`config.mk`:
```
export PLATFORM = sky130hd
export DESIGN_NAME = cfg_init_seq
export DESIGN_NICKNAME = d
export VERILOG_FILES = /design/src/rtl/cfg_init_pkg.sv /design/src/rtl/cfg_wait_timer.sv /design/src/rtl/cfg_mode_check.sv /design/src/rtl/cfg_ctl_bank.sv /design/src/rtl/cfg_init_seq.sv
export SDC_FILE = /design/constraint.sdc
export NUM_CORES = 1
export LEC_CHECK = 0
export BUFFER_PORTS_ARGS = -buffer_cell sky130_fd_sc_hd__buf_2
export CAP_MARGIN = 20
export CORE_UTILIZATION = 45
export DETAILED_ROUTE_END_ITERATION = 8
export GPL_ROUTABILITY_DRIVEN = 0
export PLACE_DENSITY = 0.63
export SLEW_MARGIN = 0
export SYNTH_ARGS = -nofsm -noshare
export SYNTH_HDL_FRONTEND = slang
export SYNTH_SLANG_ARGS = --single-unit
export TNS_END_PERCENT = 100
```
`constraint.sdc`:
```
create_clock -name clk -period 2.8 [get_ports clk]
set_clock_uncertainty 0.1 [all_clocks]
set_input_delay 0.7 -clock clk [delete_from_list [all_inputs] [get_ports clk]]
set_output_delay 0.7 -clock clk [all_outputs]
set_load 0.02 [all_outputs]
```
`src/rtl/cfg_init_pkg.sv`:
```
package cfg_init_pkg;

  typedef enum logic [3:0] {
    ST_IDLE, ST_REL1, ST_INIT, ST_OVR, ST_SEL, ST_REL2, ST_LO, ST_HI, ST_CHK
  } seq_st_e;

  typedef enum logic [2:0] {
    CMD_NONE, CMD_INIT, CMD_OVR, CMD_SEL, CMD_NCFG_LO, CMD_NCFG_HI, CMD_ENABLE, CMD_SAFE
  } ctl_cmd_e;

  typedef enum logic [2:0] {
    RES_NONE     = 3'd0,
    RES_OK       = 3'd1,
    RES_BAD_MODE = 3'd2,
    RES_TIMEOUT  = 3'd3,
    RES_BAD_DONE = 3'd4
  } res_e;

  typedef struct packed {
    logic ncs;
    logic pr_req;
    logic ctrl_en;
    logic data_en;
    logic ncfg;
    logic nstat_oe;
    logic cdone_oe;
    logic od_cfg;
    logic od_ncfg;
    logic od_nstat;
    logic od_cdone;
  } ctl_t;

  function automatic ctl_t safe_ctl();
    ctl_t c;
    c.ncs      = 1'b1;
    c.pr_req   = 1'b0;
    c.ctrl_en  = 1'b0;
    c.data_en  = 1'b0;
    c.ncfg     = 1'b1;
    c.nstat_oe = 1'b0;
    c.cdone_oe = 1'b0;
    c.od_cfg   = 1'b1;
    c.od_ncfg  = 1'b1;
    c.od_nstat = 1'b1;
    c.od_cdone = 1'b1;
    return c;
  endfunction

endpackage

```
`src/rtl/cfg_wait_timer.sv`:
```
module cfg_wait_timer #(
  parameter int LIMIT = 125_000_000
) (
  input  logic clk,
  input  logic rst,
  input  logic run,
  output logic expired
);
  localparam int CW = (LIMIT > 2) ? $clog2(LIMIT) : 1;
  localparam logic [CW-1:0] LAST = CW'(LIMIT - 1);

  logic [CW-1:0] cnt;

  always_ff @(posedge clk) begin
    if (rst || !run) cnt <= '0;
    else if (cnt != LAST) cnt <= cnt + 1'b1;
  end

  assign expired = (cnt == LAST);

  AST_TMR_RANGE: assert property (@(posedge clk) disable iff (rst)
    cnt <= LAST);

endmodule

```
`src/rtl/cfg_mode_check.sv`:
```
module cfg_mode_check #(
  parameter int MSEL_W = 3
) (
  input  logic [MSEL_W-1:0] mode_sel,
  output logic              accepted
);
  generate
    if (MSEL_W > 1) begin : g_wide
      assign accepted = ~|mode_sel[MSEL_W-1:1];
    end else begin : g_narrow
      assign accepted = 1'b1;
    end
  endgenerate
endmodule

```
`src/rtl/cfg_ctl_bank.sv`:
```
module cfg_ctl_bank
  import cfg_init_pkg::*;
(
  input  logic     clk,
  input  logic     rst,
  input  ctl_cmd_e cmd,
  output ctl_t     ctl
);
  ctl_t nxt;

  always_comb begin
    nxt = ctl;
    unique case (cmd)
      CMD_INIT: begin
        nxt.ncs      = 1'b1;
        nxt.pr_req   = 1'b0;
        nxt.ctrl_en  = 1'b0;
        nxt.data_en  = 1'b0;
        nxt.ncfg     = 1'b1;
        nxt.nstat_oe = 1'b0;
        nxt.cdone_oe = 1'b0;
      end
      CMD_OVR: begin
        nxt.od_cfg   = 1'b0;
        nxt.od_ncfg  = 1'b0;
        nxt.od_nstat = 1'b1;
        nxt.od_cdone = 1'b1;
      end
      CMD_SEL:     nxt.ncs  = 1'b0;
      CMD_NCFG_LO: nxt.ncfg = 1'b0;
      CMD_NCFG_HI: nxt.ncfg = 1'b1;
      CMD_ENABLE: begin
        nxt.ctrl_en = 1'b1;
        nxt.data_en = 1'b1;
      end
      CMD_SAFE: nxt = safe_ctl();
      default: ;
    endcase
  end

  always_ff @(posedge clk) begin
    if (rst) ctl <= safe_ctl();
    else     ctl <= nxt;
  end

  AST_NCFG_LOW_SELECTED: assert property (@(posedge clk) disable iff (rst)
    !ctl.ncfg |-> (!ctl.ncs && !ctl.od_ncfg && !ctl.od_cfg));

endmodule

```
`src/rtl/cfg_init_seq.sv`:
```
module cfg_init_seq
  import cfg_init_pkg::*;
#(
  parameter int MSEL_W      = 3,
  parameter int TIMEOUT_CYC = 125_000_000
) (
  input  logic              clk,
  input  logic              rst,
  input  logic              start_i,
  input  logic [MSEL_W-1:0] mode_sel_i,
  input  logic              ncfg_pin_i,
  input  logic              nstat_pin_i,
  input  logic              cdone_pin_i,
  input  logic              cdone_oe_i,
  output logic              ncs_o,
  output logic              pr_req_o,
  output logic              cfg_ctrl_en_o,
  output logic              cfg_data_en_o,
  output logic              ncfg_o,
  output logic              nstat_oe_o,
  output logic              cdone_oe_o,
  output logic              ovr_dis_cfg_o,
  output logic              ovr_dis_ncfg_o,
  output logic              ovr_dis_nstat_o,
  output logic              ovr_dis_cdone_o,
  output logic              busy_o,
  output logic              done_o,
  output logic [2:0]        result_o
);
  localparam logic [MSEL_W-1:0] LOW_BIT = MSEL_W'(1);

  seq_st_e  st, nxt;
  ctl_cmd_e cmd;
  ctl_t     ctl;
  logic     fin, tmr_run, tmr_exp, mode_ok, lines_free;
  res_e     code;

  cfg_mode_check #(.MSEL_W(MSEL_W)) u_mode (
    .mode_sel (mode_sel_i),
    .accepted (mode_ok)
  );

  cfg_wait_timer #(.LIMIT(TIMEOUT_CYC)) u_tmr (
    .clk     (clk),
    .rst     (rst),
    .run     (tmr_run),
    .expired (tmr_exp)
  );

  cfg_ctl_bank u_bank (
    .clk (clk),
    .rst (rst),
    .cmd (cmd),
    .ctl (ctl)
  );

  assign lines_free = ncfg_pin_i && nstat_pin_i;

  always_comb begin
    nxt     = st;
    cmd     = CMD_NONE;
    fin     = 1'b0;
    code    = RES_NONE;
    tmr_run = 1'b0;
    unique case (st)
      ST_IDLE: begin
        if (start_i) begin
          if (mode_ok) nxt = ST_REL1;
          else begin
            fin  = 1'b1;
            code = RES_BAD_MODE;
            cmd  = CMD_SAFE;
          end
        end
      end
      ST_REL1, ST_REL2: begin
        if (lines_free) begin
          nxt = (st == ST_REL1) ? ST_INIT : ST_LO;
          if (st == ST_REL2) cmd = CMD_NCFG_LO;
        end else if (tmr_exp) begin
          nxt = ST_IDLE; fin = 1'b1; code = RES_TIMEOUT; cmd = CMD_SAFE;
        end else tmr_run = 1'b1;
      end
      ST_INIT: begin cmd = CMD_INIT; nxt = ST_OVR; end
      ST_OVR:  begin cmd = CMD_OVR;  nxt = ST_SEL; end
      ST_SEL:  begin cmd = CMD_SEL;  nxt = ST_REL2; end
      ST_LO: begin
        if (!nstat_pin_i) begin
          cmd = CMD_NCFG_HI; nxt = ST_HI;
        end else if (tmr_exp) begin
          nxt = ST_IDLE; fin = 1'b1; code = RES_TIMEOUT; cmd = CMD_SAFE;
        end else tmr_run = 1'b1;
      end
      ST_HI: begin
        if (nstat_pin_i) nxt = ST_CHK;
        else if (tmr_exp) begin
          nxt = ST_IDLE; fin = 1'b1; code = RES_TIMEOUT; cmd = CMD_SAFE;
        end else tmr_run = 1'b1;
      end
      ST_CHK: begin
        nxt = ST_IDLE;
        fin = 1'b1;
        if (!cdone_pin_i && cdone_oe_i) begin
          code = RES_OK; cmd = CMD_ENABLE;
        end else begin
          code = RES_BAD_DONE; cmd = CMD_SAFE;
        end
      end
      default: nxt = ST_IDLE;
    endcase
  end

  always_ff @(posedge clk) begin
    if (rst) begin
      st       <= ST_IDLE;
      busy_o   <= 1'b0;
      done_o   <= 1'b0;
      result_o <= RES_NONE;
    end else begin
      st     <= nxt;
      busy_o <= (nxt != ST_IDLE);
      done_o <= fin;
      if (fin) result_o <= code;
    end
  end

  assign ncs_o           = ctl.ncs;
  assign pr_req_o        = ctl.pr_req;
  assign cfg_ctrl_en_o   = ctl.ctrl_en;
  assign cfg_data_en_o   = ctl.data_en;
  assign ncfg_o          = ctl.ncfg;
  assign nstat_oe_o      = ctl.nstat_oe;
  assign cdone_oe_o      = ctl.cdone_oe;
  assign ovr_dis_cfg_o   = ctl.od_cfg;
  assign ovr_dis_ncfg_o  = ctl.od_ncfg;
  assign ovr_dis_nstat_o = ctl.od_nstat;
  assign ovr_dis_cdone_o = ctl.od_cdone;

  AST_BAD_MODE_ABORT: assert property (@(posedge clk) disable iff (rst)
    (start_i && !busy_o && ((mode_sel_i & ~LOW_BIT) != '0)) |=>
      (done_o && result_o == RES_BAD_MODE && !busy_o));

  AST_NCFG_RISE_ACKED: assert property (@(posedge clk) disable iff (rst)
    $rose(ncfg_o) |-> ($past(!nstat_pin_i) || (done_o && result_o == RES_TIMEOUT)));

  AST_DONE_PINS_OK: assert property (@(posedge clk) disable iff (rst)
    (done_o && result_o == RES_OK) |-> $past(!cdone_pin_i && cdone_oe_i));

  AST_PATHS_ON_SUCCESS: assert property (@(posedge clk) disable iff (rst)
    $rose(cfg_data_en_o) |-> (done_o && result_o == RES_OK && cfg_ctrl_en_o && !ncs_o));

  AST_ERROR_SAFE: assert property (@(posedge clk) disable iff (rst)
    (done_o && result_o != RES_OK) |->
      (ncs_o && ncfg_o && !cfg_data_en_o && !cfg_ctrl_en_o &&
       ovr_dis_cfg_o && ovr_dis_ncfg_o && ovr_dis_nstat_o && ovr_dis_cdone_o));

  AST_DONE_ONE_CYCLE: assert property (@(posedge clk) disable iff (rst)
    done_o |=> !done_o);

endmodule

```
==> results.json <==
{
  "syn_area_mm2": 0.00200,
  "synth-seq-cells": 40,
  "arrival_ns": 2.36,
  "layout_common_cells": "40 x dfxtp_1, 37 x nor2_1, 19 x buf_2",
  "cts.root.buffer_cell": "clkbuf_8",
  "route.detailed.drc": 0,
  "setup_viol": 0,
  "p_comb_share_pct": 9.4,
  "power_frac_seq_pct": 55.8,
  "path_max_fanout": 8,
  "grt_pass1_wl_mm": 6.47,
  "setup_ws_ns": 0.521,
  "r2r_cells": 6,
  "period_share_pct": 81.4,
  "required_ns": 2.88,
  "clockBufferDepth": 2,
  "drive_gt1_share_pct": 11.2,
  "p_sw_share_pct": 25.6,
  "clockPowerShare_pct": 34.9,
  "first_pass_iters": 4,
  "avgSynthCellArea_um2": 8.18,
  "cts_max_level": 2,
  "cts_made_buffers": 5,
  "insertion_delay_ns": 0.29,
  "holdPathEnd": "u_tmr.cnt[0]",
  "post-cts-setup-buffer-count": 0,
  "area_growth_syn_to_layout_pct": 8.49,
  "drv_slew": 0,
  "grt_max_degree": 28,
  "yosysUniqueCellTypes": 45,
  "vias_per_cell": 5.43,
  "wire_per_inst_um": 12.7,
  "rr_startpoint": "u_tmr.cnt[6]",
  "async_reset_ff_share_pct": 0,
  "die_w_um": 68.7,
  "maxCapViolations": 0,
  "reg2reg_slack_ns": 0.52,
  "dr_total_vias": 1682,
  "die_h_um": 68.7,
  "peakVddDrop_mv": 0.232,
  "grt_pass1_vias": 1436,
  "rsz0062_at_grt": "no",
  "drt_iter0_drc": 116,
  "min_path_cells": 1,
  "cts_tree": "built",
  "dieArea_mm2": 0.00473,
  "min_from": "u_tmr.cnt[0]",
  "cp-start-kind": "flip-flop",
  "min_path_type": "reg -> reg",
  "fillCellCount": 425,
  "power_leakage_nw": 0.770,
  "period_needed_ns": 2.28,
  "hpwl_mm": 2.79,
  "power.density_mw_per_mm2": 489,
  "ys_warn_count": 0,
  "p_switching_mw": 0.273,
  "clock.fmax_ghz": 0.439,
  "num_antenna_cells": 0,
  "hold_violations": 0,
  "endpoint_kind": "flip-flop",
  "core_mm2": 0.00414,
  "grt_use_total_pct": 18.5,
  "layout_commonest_cell": "dfxtp_1",
  "num-nets-final": 270,
  "postCtsHoldBufs": 0,
  "pre_cts_slack_ns": 0.400,
  "criticalPathCategory": "reg -> reg",
  "port_buffers": 19,
  "outcome": "complete, no violations",
  "ys_seq_area_share_pct": 40.0,
  "internal-power_mw": 0.790,
  "setup_tns_ns": 0,
  "clock-sinks": 40,
  "routed_wl_mm": 3.95,
  "final_cells": 310,
  "dp.cells": 302,
  "synthCells": 245,
  "cts_resized": 0,
  "rr_endpoint": "u_bank.ctl[10]",
  "clk_pin_slew_ns": 0.08,
  "ant_nets": 0,
  "start_util_pct": 48.4,
  "grt-ovfl-total": 0,
  "synth_edf_count": 0,
  "dominantRegCellSynth": "dfxtp_1",
  "num_rows": 23,
  "antenna_found_initial": 0,
  "boundaryPins": 26
}
-- registers in the layout (all words and copies together), names as in the netlist --
register,count
busy_o,1
st,4
u_bank.ctl,4
done_o,1
result_o,3
u_tmr.cnt,27
-- stage by stage --
step / hold slack, ns / util, % / power [mW] / cell area, µm²
6_report: 0.372 / 52.5 / 1.06 / 2170
4_1_cts: 0.374 / 52.5 / 1.08 / 2170
3_3_place_gp: 0.345 / 50.4 / 0.703 / 2090
2_1_floorplan: 0.326 / - / 0.682 / 2020
5_1_grt: 0.404 / 52.5 / 1.11 / 2170
3_5_place_dp: 0.354 / 50.4 / 0.704 / 2090
-- worst max path at each step --
stage	slack, ns	cells past startpoint	from	endpoint
6_report	0.52	6	u_tmr.cnt[6]	u_bank.ctl[10]
4_1_cts	0.52	6	u_tmr.cnt[23]	u_bank.ctl[10]
3_5_place_dp	0.40	6	nstat_pin_i	u_bank.ctl[10]
5_1_grt	0.38	6	u_tmr.cnt[0]	u_bank.ctl[10]
3_3_place_gp	0.43	6	nstat_pin_i	u_bank.ctl[10]
2_1_floorplan	0.47	6	nstat_pin_i	u_tmr.cnt[14]
-- area by class of cell --
type	count	area, µm²	area share [%]
repair buffers	20	103	4.72
clock inverters	3	18.8	0.863
well taps	50	62.6	2.88
flip-flops and latches	40	801	36.8
inverters	7	26.3	1.21
multi-input cells	185	1090	50.3
clock buffers	5	68.8	3.16
-- cell families after synthesis --
logic type                 synth area share (%)
AOI/OAI and AO/OA                          13.3
xor gates and xnor gates                   9.18
buffers and inverters                      5.99
other                                     0.375
adders and majority gates                 0.624
muxes                                      1.06
and+or+nand+nor                            29.5
DFF                                        40.0
-- cells in the mapped netlist, drive strengths merged (5+ instances only) --
cell type / n / area share, %
dfxtp: 40 / 40
nor2: 37 / 6.9
nand2: 15 / 2.8
nand3: 14 / 3.5
xnor2: 13 / 5.7
o21ai: 11 / 2.7
and3: 10 / 3.1
a21oi: 9 / 2.2
buf: 8 / 3.2
clkbuf: 8 / 1.5
xor2: 8 / 3.5
inv: 7 / 1.3
nor2b: 7 / 2.2
nor3: 7 / 1.7
or3: 5 / 1.6
-- power by group through the flow --
| stage | logic [mW] | clock network [mW] | registers, mW |
|---|---|---|---|
| 6_report | 0.0996 | 0.370 | 0.593 |
| 5_1_grt | 0.111 | 0.410 | 0.595 |
| 4_1_cts | 0.0995 | 0.384 | 0.592 |
| 3_5_place_dp | 0.0986 | 0 | 0.606 |
| 3_3_place_gp | 0.0980 | 0 | 0.605 |
| 2_1_floorplan | 0.0745 | 0 | 0.607 |
-- critical path: stages, from the launching register on --
cell      delay, ns
dfxtp_1        0.37
and4bb_1       0.27
nand4_1        0.10
or3_1          0.50
a22oi_1        0.30
o21bai_1       0.18
a221o_1        0.34
-- metal layers --
metal  vias up  part of all wire [%]  GRT usage (%)
met5         -                     0              0
met4         0                   1.4           6.89
met3         5                   2.8           4.93
met2        20                    42           26.3
met1       790                    54           26.3
li1        867                     -              -
No activity file was read; power rests on OpenSTA's default activity.
